## src/rtl/mac_pkg.sv

```systemverilog
package mac_pkg;

  // operand format selected per operation
  typedef enum logic [1:0] {
    FMT_UNSIGNED = 2'b00,
    FMT_SIGNED   = 2'b01,
    FMT_FRAC     = 2'b10,
    FMT_FRAC_ALT = 2'b11
  } opFmt_e;

  // per-operation controls carried down the pipeline
  typedef struct packed {
    logic wide;
    logic frac;
    logic signExt;
    logic sub;
    logic sat;
  } opCtl_t;

  // strobes from control to datapath
  typedef struct packed {
    logic stage1Load;
    logic stage2Load;
    logic accCommit;
    logic hostWrite;
  } macStrobe_t;

endpackage

```

## src/rtl/mac_ctrl.sv

```systemverilog
module mac_ctrl
  import mac_pkg::*;
(
  input  logic       clk,
  input  logic       rstN,
  input  logic       issueValid,
  input  logic       accRdReq,
  input  logic       accWrEn,
  output logic       issueReady,
  output logic       busy,
  output logic       accRdValid,
  output macStrobe_t strobe
);

  logic stage1Valid;
  logic stage2Valid;
  logic hostReq;
  logic inFlight;
  logic fire;

  assign hostReq    = accRdReq | accWrEn;
  assign inFlight   = stage1Valid | stage2Valid;
  // host access has priority and closes issue so the pipeline drains
  assign issueReady = ~hostReq;
  assign fire       = issueValid & issueReady;
  assign busy       = hostReq & inFlight;
  assign accRdValid = accRdReq & ~inFlight;

  always_ff @(posedge clk) begin
    if (!rstN) begin
      stage1Valid <= 1'b0;
      stage2Valid <= 1'b0;
    end else begin
      stage1Valid <= fire;
      stage2Valid <= stage1Valid;
    end
  end

  always_comb begin
    strobe.stage1Load = fire;
    strobe.stage2Load = stage1Valid;
    strobe.accCommit  = stage2Valid;
    strobe.hostWrite  = accWrEn & ~inFlight;
  end

endmodule

```

## src/rtl/mac_dpath.sv

```systemverilog
module mac_dpath
  import mac_pkg::*;
#(
  parameter int HALF_W = 16
) (
  input  logic                  clk,
  input  logic                  rstN,
  input  macStrobe_t            strobe,
  input  logic [2*HALF_W-1:0]   opA,
  input  logic [2*HALF_W-1:0]   opB,
  input  logic                  opWide,
  input  logic [1:0]            opMode,
  input  logic                  opSub,
  input  logic                  opSat,
  input  logic [2*HALF_W-1:0]   accWrData,
  output logic [2*HALF_W-1:0]   accOut,
  output logic                  ovfOut
);

  localparam int WORD_W = 2 * HALF_W;
  localparam int EXT_W  = HALF_W + 1;
  localparam int PP_W   = 2 * EXT_W;
  localparam int PROD_W = 2 * WORD_W;
  localparam int TERM_W = WORD_W + 2;
  localparam int SUM_W  = WORD_W + 3;
  localparam int NUM_PP = 4;

  // ---------------- stage 1: operand conditioning and partial products
  opCtl_t ctlIn;
  always_comb begin
    ctlIn.wide    = opWide;
    ctlIn.frac    = opMode[1];
    ctlIn.signExt = opMode[1] | opMode[0];
    ctlIn.sub     = opSub;
    ctlIn.sat     = opSat;
  end

  function automatic logic [WORD_W-1:0] widen(input logic [WORD_W-1:0] x,
                                               input logic wide,
                                               input logic signExt);
    logic fill;
    fill = signExt & x[HALF_W-1];
    return wide ? x : {{HALF_W{fill}}, x[HALF_W-1:0]};
  endfunction

  logic [WORD_W-1:0] aWord, bWord;
  logic signed [EXT_W-1:0] aPart [2];
  logic signed [EXT_W-1:0] bPart [2];

  assign aWord = widen(opA, opWide, ctlIn.signExt);
  assign bWord = widen(opB, opWide, ctlIn.signExt);

  // index 0 = low half (always zero-extended), 1 = high half (format-extended)
  assign aPart[0] = {1'b0, aWord[HALF_W-1:0]};
  assign aPart[1] = {ctlIn.signExt & aWord[WORD_W-1], aWord[WORD_W-1:HALF_W]};
  assign bPart[0] = {1'b0, bWord[HALF_W-1:0]};
  assign bPart[1] = {ctlIn.signExt & bWord[WORD_W-1], bWord[WORD_W-1:HALF_W]};

  logic signed [PP_W-1:0] ppNext [NUM_PP];
  logic signed [PP_W-1:0] ppReg  [NUM_PP];
  opCtl_t ctlS1;

  // pp index {aHalf, bHalf}: 0 lo*lo, 1 lo*hi, 2 hi*lo, 3 hi*hi
  for (genvar gi = 0; gi < NUM_PP; gi++) begin : g_pp
    assign ppNext[gi] = aPart[gi / 2] * bPart[gi % 2];

    always_ff @(posedge clk) begin
      if (!rstN) begin
        ppReg[gi] <= '0;
      end else if (strobe.stage1Load) begin
        ppReg[gi] <= ppNext[gi];
      end
    end
  end

  always_ff @(posedge clk) begin
    if (!rstN) begin
      ctlS1 <= '0;
    end else if (strobe.stage1Load) begin
      ctlS1 <= ctlIn;
    end
  end

  // ---------------- stage 2: combine partial products, align, negate
  function automatic logic [PROD_W-1:0] extPp(input logic [PP_W-1:0] p);
    return {{(PROD_W-PP_W){p[PP_W-1]}}, p};
  endfunction

  logic [PROD_W-1:0] prodFull;
  logic [PROD_W-1:0] crossSum;
  logic [WORD_W:0]   fracBits;
  logic [WORD_W-1:0] intBits;
  logic              intFill;
  logic [TERM_W-1:0] termRaw;
  logic [TERM_W-1:0] termNext;
  logic [TERM_W-1:0] termReg;
  logic              satS2;

  always_comb begin
    crossSum = extPp(ppReg[1]) + extPp(ppReg[2]);
    prodFull = extPp(ppReg[0])
             + (crossSum << HALF_W)
             + (extPp(ppReg[3]) << WORD_W);

    // fraction: move the binary point one place left (1.15 or 1.31 layout)
    if (ctlS1.wide) begin
      fracBits = prodFull[PROD_W-1:WORD_W-1];
    end else begin
      fracBits = {prodFull[WORD_W-1:0], 1'b0};
    end

    intBits = prodFull[WORD_W-1:0];
    intFill = ctlS1.signExt & intBits[WORD_W-1];

    if (ctlS1.frac) begin
      termRaw = {fracBits[WORD_W], fracBits};
    end else begin
      termRaw = {{2{intFill}}, intBits};
    end

    termNext = ctlS1.sub ? (~termRaw + 1'b1) : termRaw;
  end

  always_ff @(posedge clk) begin
    if (!rstN) begin
      termReg <= '0;
      satS2   <= 1'b0;
    end else if (strobe.stage2Load) begin
      termReg <= termNext;
      satS2   <= ctlS1.sat;
    end
  end

  // ---------------- stage 3: accumulate, overflow detect, clamp
  logic [WORD_W-1:0] accReg;
  logic              ovfReg;
  logic [SUM_W-1:0]  sumWide;
  logic [SUM_W-WORD_W:0] sumTop;
  logic              sumOvf;
  logic [WORD_W-1:0] clampVal;
  logic [WORD_W-1:0] accNext;

  always_comb begin
    sumWide = {{(SUM_W-TERM_W){termReg[TERM_W-1]}}, termReg}
            + {{(SUM_W-WORD_W){accReg[WORD_W-1]}}, accReg};
    sumTop  = sumWide[SUM_W-1:WORD_W-1];
    sumOvf  = ~((&sumTop) | ~(|sumTop));
    clampVal = sumWide[SUM_W-1] ? {1'b1, {(WORD_W-1){1'b0}}}
                                : {1'b0, {(WORD_W-1){1'b1}}};
    accNext = (sumOvf && satS2) ? clampVal : sumWide[WORD_W-1:0];
  end

  always_ff @(posedge clk) begin
    if (!rstN) begin
      accReg <= '0;
      ovfReg <= 1'b0;
    end else if (strobe.hostWrite) begin
      accReg <= accWrData;
      ovfReg <= 1'b0;
    end else if (strobe.accCommit) begin
      accReg <= accNext;
      ovfReg <= ovfReg | sumOvf;
    end
  end

  assign accOut = accReg;
  assign ovfOut = ovfReg;

endmodule

```

## src/rtl/mac_unit.sv

```systemverilog
module mac_unit
  import mac_pkg::*;
#(
  parameter int HALF_W = 16
) (
  input  logic                clk,
  input  logic                rstN,
  input  logic                issueValid,
  output logic                issueReady,
  input  logic [2*HALF_W-1:0] opA,
  input  logic [2*HALF_W-1:0] opB,
  input  logic                opWide,
  input  logic [1:0]          opMode,
  input  logic                opSub,
  input  logic                opSat,
  input  logic                accWrEn,
  input  logic [2*HALF_W-1:0] accWrData,
  input  logic                accRdReq,
  output logic                accRdValid,
  output logic [2*HALF_W-1:0] accRdData,
  output logic                busy,
  output logic                ovfFlag
);

  macStrobe_t strobe;

  mac_ctrl i_ctrl (
    .clk        (clk),
    .rstN       (rstN),
    .issueValid (issueValid),
    .accRdReq   (accRdReq),
    .accWrEn    (accWrEn),
    .issueReady (issueReady),
    .busy       (busy),
    .accRdValid (accRdValid),
    .strobe     (strobe)
  );

  mac_dpath #(.HALF_W(HALF_W)) i_dpath (
    .clk       (clk),
    .rstN      (rstN),
    .strobe    (strobe),
    .opA       (opA),
    .opB       (opB),
    .opWide    (opWide),
    .opMode    (opMode),
    .opSub     (opSub),
    .opSat     (opSat),
    .accWrData (accWrData),
    .accOut    (accRdData),
    .ovfOut    (ovfFlag)
  );

endmodule

```

## config.mk

```make
export PLATFORM = sky130hd
export DESIGN_NAME = mac_unit
export DESIGN_NICKNAME = d
export VERILOG_FILES = /design/src/rtl/mac_pkg.sv /design/src/rtl/mac_ctrl.sv /design/src/rtl/mac_dpath.sv /design/src/rtl/mac_unit.sv
export SDC_FILE = /design/constraint.sdc
export NUM_CORES = 2
export LEC_CHECK = 0
export CAP_MARGIN = 5
export CORE_AREA = 2 2 394 396
export CTS_BUF_LIST = sky130_fd_sc_hd__clkbuf_4 sky130_fd_sc_hd__clkbuf_8
export DETAILED_ROUTE_END_ITERATION = 8
export DIE_AREA = 0 0 396 398
export DONT_BUFFER_PORTS = 1
export PLACE_DENSITY = 0.52
export REMOVE_ABC_BUFFERS = 1
export SETUP_SLACK_MARGIN = 0.5
export SLEW_MARGIN = 0
export SYNTH_ARGS = -nofsm -noshare
export SYNTH_HDL_FRONTEND = slang
export SYNTH_SLANG_ARGS = --single-unit
```

## constraint.sdc

```tcl
create_clock -name clk -period 12.9 [get_ports clk]
set_clock_uncertainty 0.2 [all_clocks]
set_input_delay 1.935 -clock clk [delete_from_list [all_inputs] [get_ports clk]]
set_output_delay 1.935 -clock clk [all_outputs]
set_load 0.01 [all_outputs]
```

==> run summary <==
By count the netlist is led by sky130_fd_sc_hd__inv_1, sky130_fd_sc_hd__fa_1, sky130_fd_sc_hd__nand2_1. Subtracting the final worst setup slack from the clock period gives 10.34 ns. The dominant cell by count in the synthesized netlist is sky130_fd_sc_hd__inv_1. Clock tree synthesis selected as its root buffer the cell sky130_fd_sc_hd__clkbuf_8. The clock-pin transition on the worst setup and hold timing paths is 0.06 ns.

The signal arrival time at the worst endpoint is 10.54 ns. In the final routed layout, each cell accounts on average for 20.2 um. Setup violations remaining at the end of the flow were counted as 0. The synthesis-stage register bit count is 207.

The post-detailed-placement half-perimeter wirelength is 129000 um. The sequential element share of the synthesized area is 0.102. The initial core utilization came out at 0.349.

The count of pins over their slew limit is 0. The mapped netlist covers 53500 um2. The type of destination of the critical path is a register.

The setup fix buffers added after clock tree synthesis came out at 0. The H-tree was split into 2 levels. The number of rows created at floorplan came out at 144. The Yosys step of the flow raised 0 warnings.

The full die area is 158000 um2. In this run, CTS created clock tree buffers numbering 44. The maximum buffer depth of the clock tree came out at 3.

The final weighted congestion of routability-driven global placement came out at 0.893. The final cycle utilization of the critical path came out at 0.801. The height of the die came out at 398 um. The x dimension of the die is 396 um. In this run the remaining antenna-violating nets after routing total 0. Of all nets on the critical path, the largest fanout is 26. The number of cells produced by synthesis is 6165. The via count of the first global-routing pass is 43.7k. The number of fill cells came out at 15.8k. Sorting the synthesized cells by area gives the leading types as sky130_fd_sc_hd__fa_1, sky130_fd_sc_hd__ha_1, sky130_fd_sc_hd__inv_1, sky130_fd_sc_hd__edfxtp_1, sky130_fd_sc_hd__nand2_1. The final number of hold-violating endpoints came out at 0.

The post-synthesis cell type with the largest combined area is sky130_fd_sc_hd__fa_1. The most used flip-flop cell after synthesis is sky130_fd_sc_hd__edfxtp_1. The first global-routing pass estimated 258000 um of wire.

Post-CTS repair changed the size of 0 cells. The largest net degree at the start of global routing came out at 80. The tightest slew margin relative to the limit came out at 0.123. Setup repair after global routing left no endpoint under its margin.

The run finished with clean final reports. The final layout contains 7595 nets. The min-delay analysis places its worst path in the category register to register. STA classifies the critical path startpoint as an input pin. The vias per cell is 5.06. The mean post-synth cell area came out at 8.67 um2. The area growth from synthesis to layout is 5.63%. The number of max-capacitance violations reported came out at 0. The first-pass detailed-route iteration total came out at 6. At the pin with the least slew margin, the transition time is 1.30 ns. The DRC violation total after the first TritonRoute iteration is 2518. The final routed wirelength across all metal layers came out at 163000 um. The number of antenna violations at the first check in global routing was 10. The clock tree from TritonCTS is built. The insertion delay of the later-clocked pin in the worst-skew pair came out at 0.70 ns. At the worst endpoint, the required time is 13.10 ns. The TritonCTS sink count is 207. After synthesis, the share of flip-flops with an asynchronous set or reset is 0. Synthesis instantiated 90 different standard cells from the library. The overall routing resource usage came out at 0.211. The setup total negative slack is 0 ns.

Detailed routing inserted a total of 40.9k vias. For this run, design rule violations remaining after detail routing come to 0. The number of port buffers came out at 0. The share of post-route cells with drive strength above 1 came out at 0.0317.

The category of the most critical setup path is input pin to register. The number of top-level pins came out at 142. The number of flops mapped to enable cells by yosys is 132. The number of hold buffers added after CTS is 0. The proportion of netlist area held by the largest area contributor came out at 0.362. The core area came out at 153000 um2. Summed over all layers, the global routing overflow is 0. Based on the critical path, the design can be clocked at up to 96.7 MHz.
## flip-flops by register name (all words and copies together) (netlist names)
register and cells:
i_dpath.ovfOut 1, i_dpath.ppReg 132, i_ctrl.stage1Valid 1, i_dpath.ctlS1 5
i_dpath.termReg 34, i_dpath.accOut 32, i_dpath.satS2 1, i_ctrl.stage2Valid 1
## cells in the final DEF, fill, tap and decap left out, types with 13 or more instances in the layout
master and n:
sky130_fd_sc_hd__a211oi_1 32, sky130_fd_sc_hd__a21o_1 103, sky130_fd_sc_hd__a21oi_1 254, sky130_fd_sc_hd__a31oi_1 22, sky130_fd_sc_hd__and2_1 346, sky130_fd_sc_hd__and3_1 44
sky130_fd_sc_hd__buf_4 61, sky130_fd_sc_hd__clkbuf_4 13, sky130_fd_sc_hd__clkbuf_8 50, sky130_fd_sc_hd__dfxtp_1 74, sky130_fd_sc_hd__edfxtp_1 132, sky130_fd_sc_hd__fa_1 967
sky130_fd_sc_hd__ha_1 522, sky130_fd_sc_hd__inv_1 1225, sky130_fd_sc_hd__mux2i_1 13, sky130_fd_sc_hd__nand2_1 813, sky130_fd_sc_hd__nand2b_1 24, sky130_fd_sc_hd__nand3_1 46
sky130_fd_sc_hd__nand4_1 30, sky130_fd_sc_hd__nor2_1 388, sky130_fd_sc_hd__nor2b_1 30, sky130_fd_sc_hd__nor3_1 60, sky130_fd_sc_hd__o211ai_1 16, sky130_fd_sc_hd__o21a_1 49
sky130_fd_sc_hd__o21ai_0 133, sky130_fd_sc_hd__o21ai_1 29, sky130_fd_sc_hd__o21bai_1 27, sky130_fd_sc_hd__o31ai_1 32, sky130_fd_sc_hd__or3_1 32, sky130_fd_sc_hd__xnor2_1 138
sky130_fd_sc_hd__xor2_1 94
## worst paths after layout
path,startpoint,to,slack (ns),cells after the start
worst max-delay path,opMode[1],i_dpath.ppReg[3][30],2.56,26
worst min-delay path,i_dpath.termReg[32],i_dpath.termReg[32],0.28,2
worst max register to register,i_dpath.ppReg[1][1],i_dpath.termReg[33],4.89,26
worst min register to register,i_dpath.termReg[32],i_dpath.termReg[32],0.28,2
## stage by stage
stage / hold slack (ns) / instances / util / cell area (um2) / setup slack (ns)
floorplan: 0.226 / 5893 / - / 52400 / 3.28
global placement: 0.258 / 7998 / 0.362 / 55400 / 2.04
detailed placement: 0.271 / 7998 / 0.362 / 55400 / 1.93
CTS: 0.285 / 8076 / 0.368 / 56400 / 2.65
global route: 0.304 / 8078 / 0.368 / 56400 / 2.15
finish: 0.279 / 8086 / 0.368 / 56500 / 2.56
## area by class of cell
class | instances | area, um2 | area share
multi-input cells | 4459 | 42400 | 0.750
flip-flops and latches | 207 | 5470 | 0.0968
inverters | 1227 | 4610 | 0.0817
well taps | 2044 | 2560 | 0.0453
clock buffers | 63 | 786 | 0.0139
repair buffers | 61 | 458 | 0.00811
clock inverters | 15 | 203 | 0.00359
diodes | 10 | 25.0 | 0.000443
## metal layers
metal | share of wire | up-vias | track usage
met1 | 0.45 | 20700 | 0.285
li1 | - | 19000 | -
met2 | 0.46 | 997 | 0.351
met5 | 0.00056 | - | 0
met4 | 0.029 | 12 | 0.0563
met3 | 0.057 | 195 | 0.0340
## worst max-delay path: stages
cell and delay (ns):
sky130_fd_sc_hd__or2_2 0.34, sky130_fd_sc_hd__nand2_1 0.09, sky130_fd_sc_hd__nand2_1 0.75, sky130_fd_sc_hd__o21a_1 0.22
sky130_fd_sc_hd__buf_4 0.32, sky130_fd_sc_hd__nand2_1 0.60, sky130_fd_sc_hd__inv_1 0.75, sky130_fd_sc_hd__nand2_1 0.15
sky130_fd_sc_hd__fa_1 0.50, sky130_fd_sc_hd__fa_1 0.50, sky130_fd_sc_hd__inv_1 0.05, sky130_fd_sc_hd__fa_1 0.49
sky130_fd_sc_hd__inv_1 0.05, sky130_fd_sc_hd__fa_1 0.47, sky130_fd_sc_hd__inv_1 0.05, sky130_fd_sc_hd__fa_1 0.51
sky130_fd_sc_hd__fa_1 0.42, sky130_fd_sc_hd__ha_1 0.36, sky130_fd_sc_hd__a21oi_1 0.29, sky130_fd_sc_hd__o22ai_1 0.18
sky130_fd_sc_hd__o31ai_1 0.47, sky130_fd_sc_hd__o21ai_1 0.31, sky130_fd_sc_hd__a211oi_1 0.31, sky130_fd_sc_hd__o21bai_1 0.11
sky130_fd_sc_hd__xnor2_1 0.23, sky130_fd_sc_hd__nor2_1 0.06
## cells by family after synthesis
| kind of cell | synth area share |
|---|---|
| mux | 0.00286 |
| fa+ha+maj | 0.484 |
| xor+xnor | 0.0380 |
| simple gates | 0.163 |
| buf+inv | 0.106 |
| compound gates | 0.104 |
| flops | 0.102 |
Power is not shown: default switching activity piles up to over one toggle a cycle in this logic, so the estimate is an artifact.
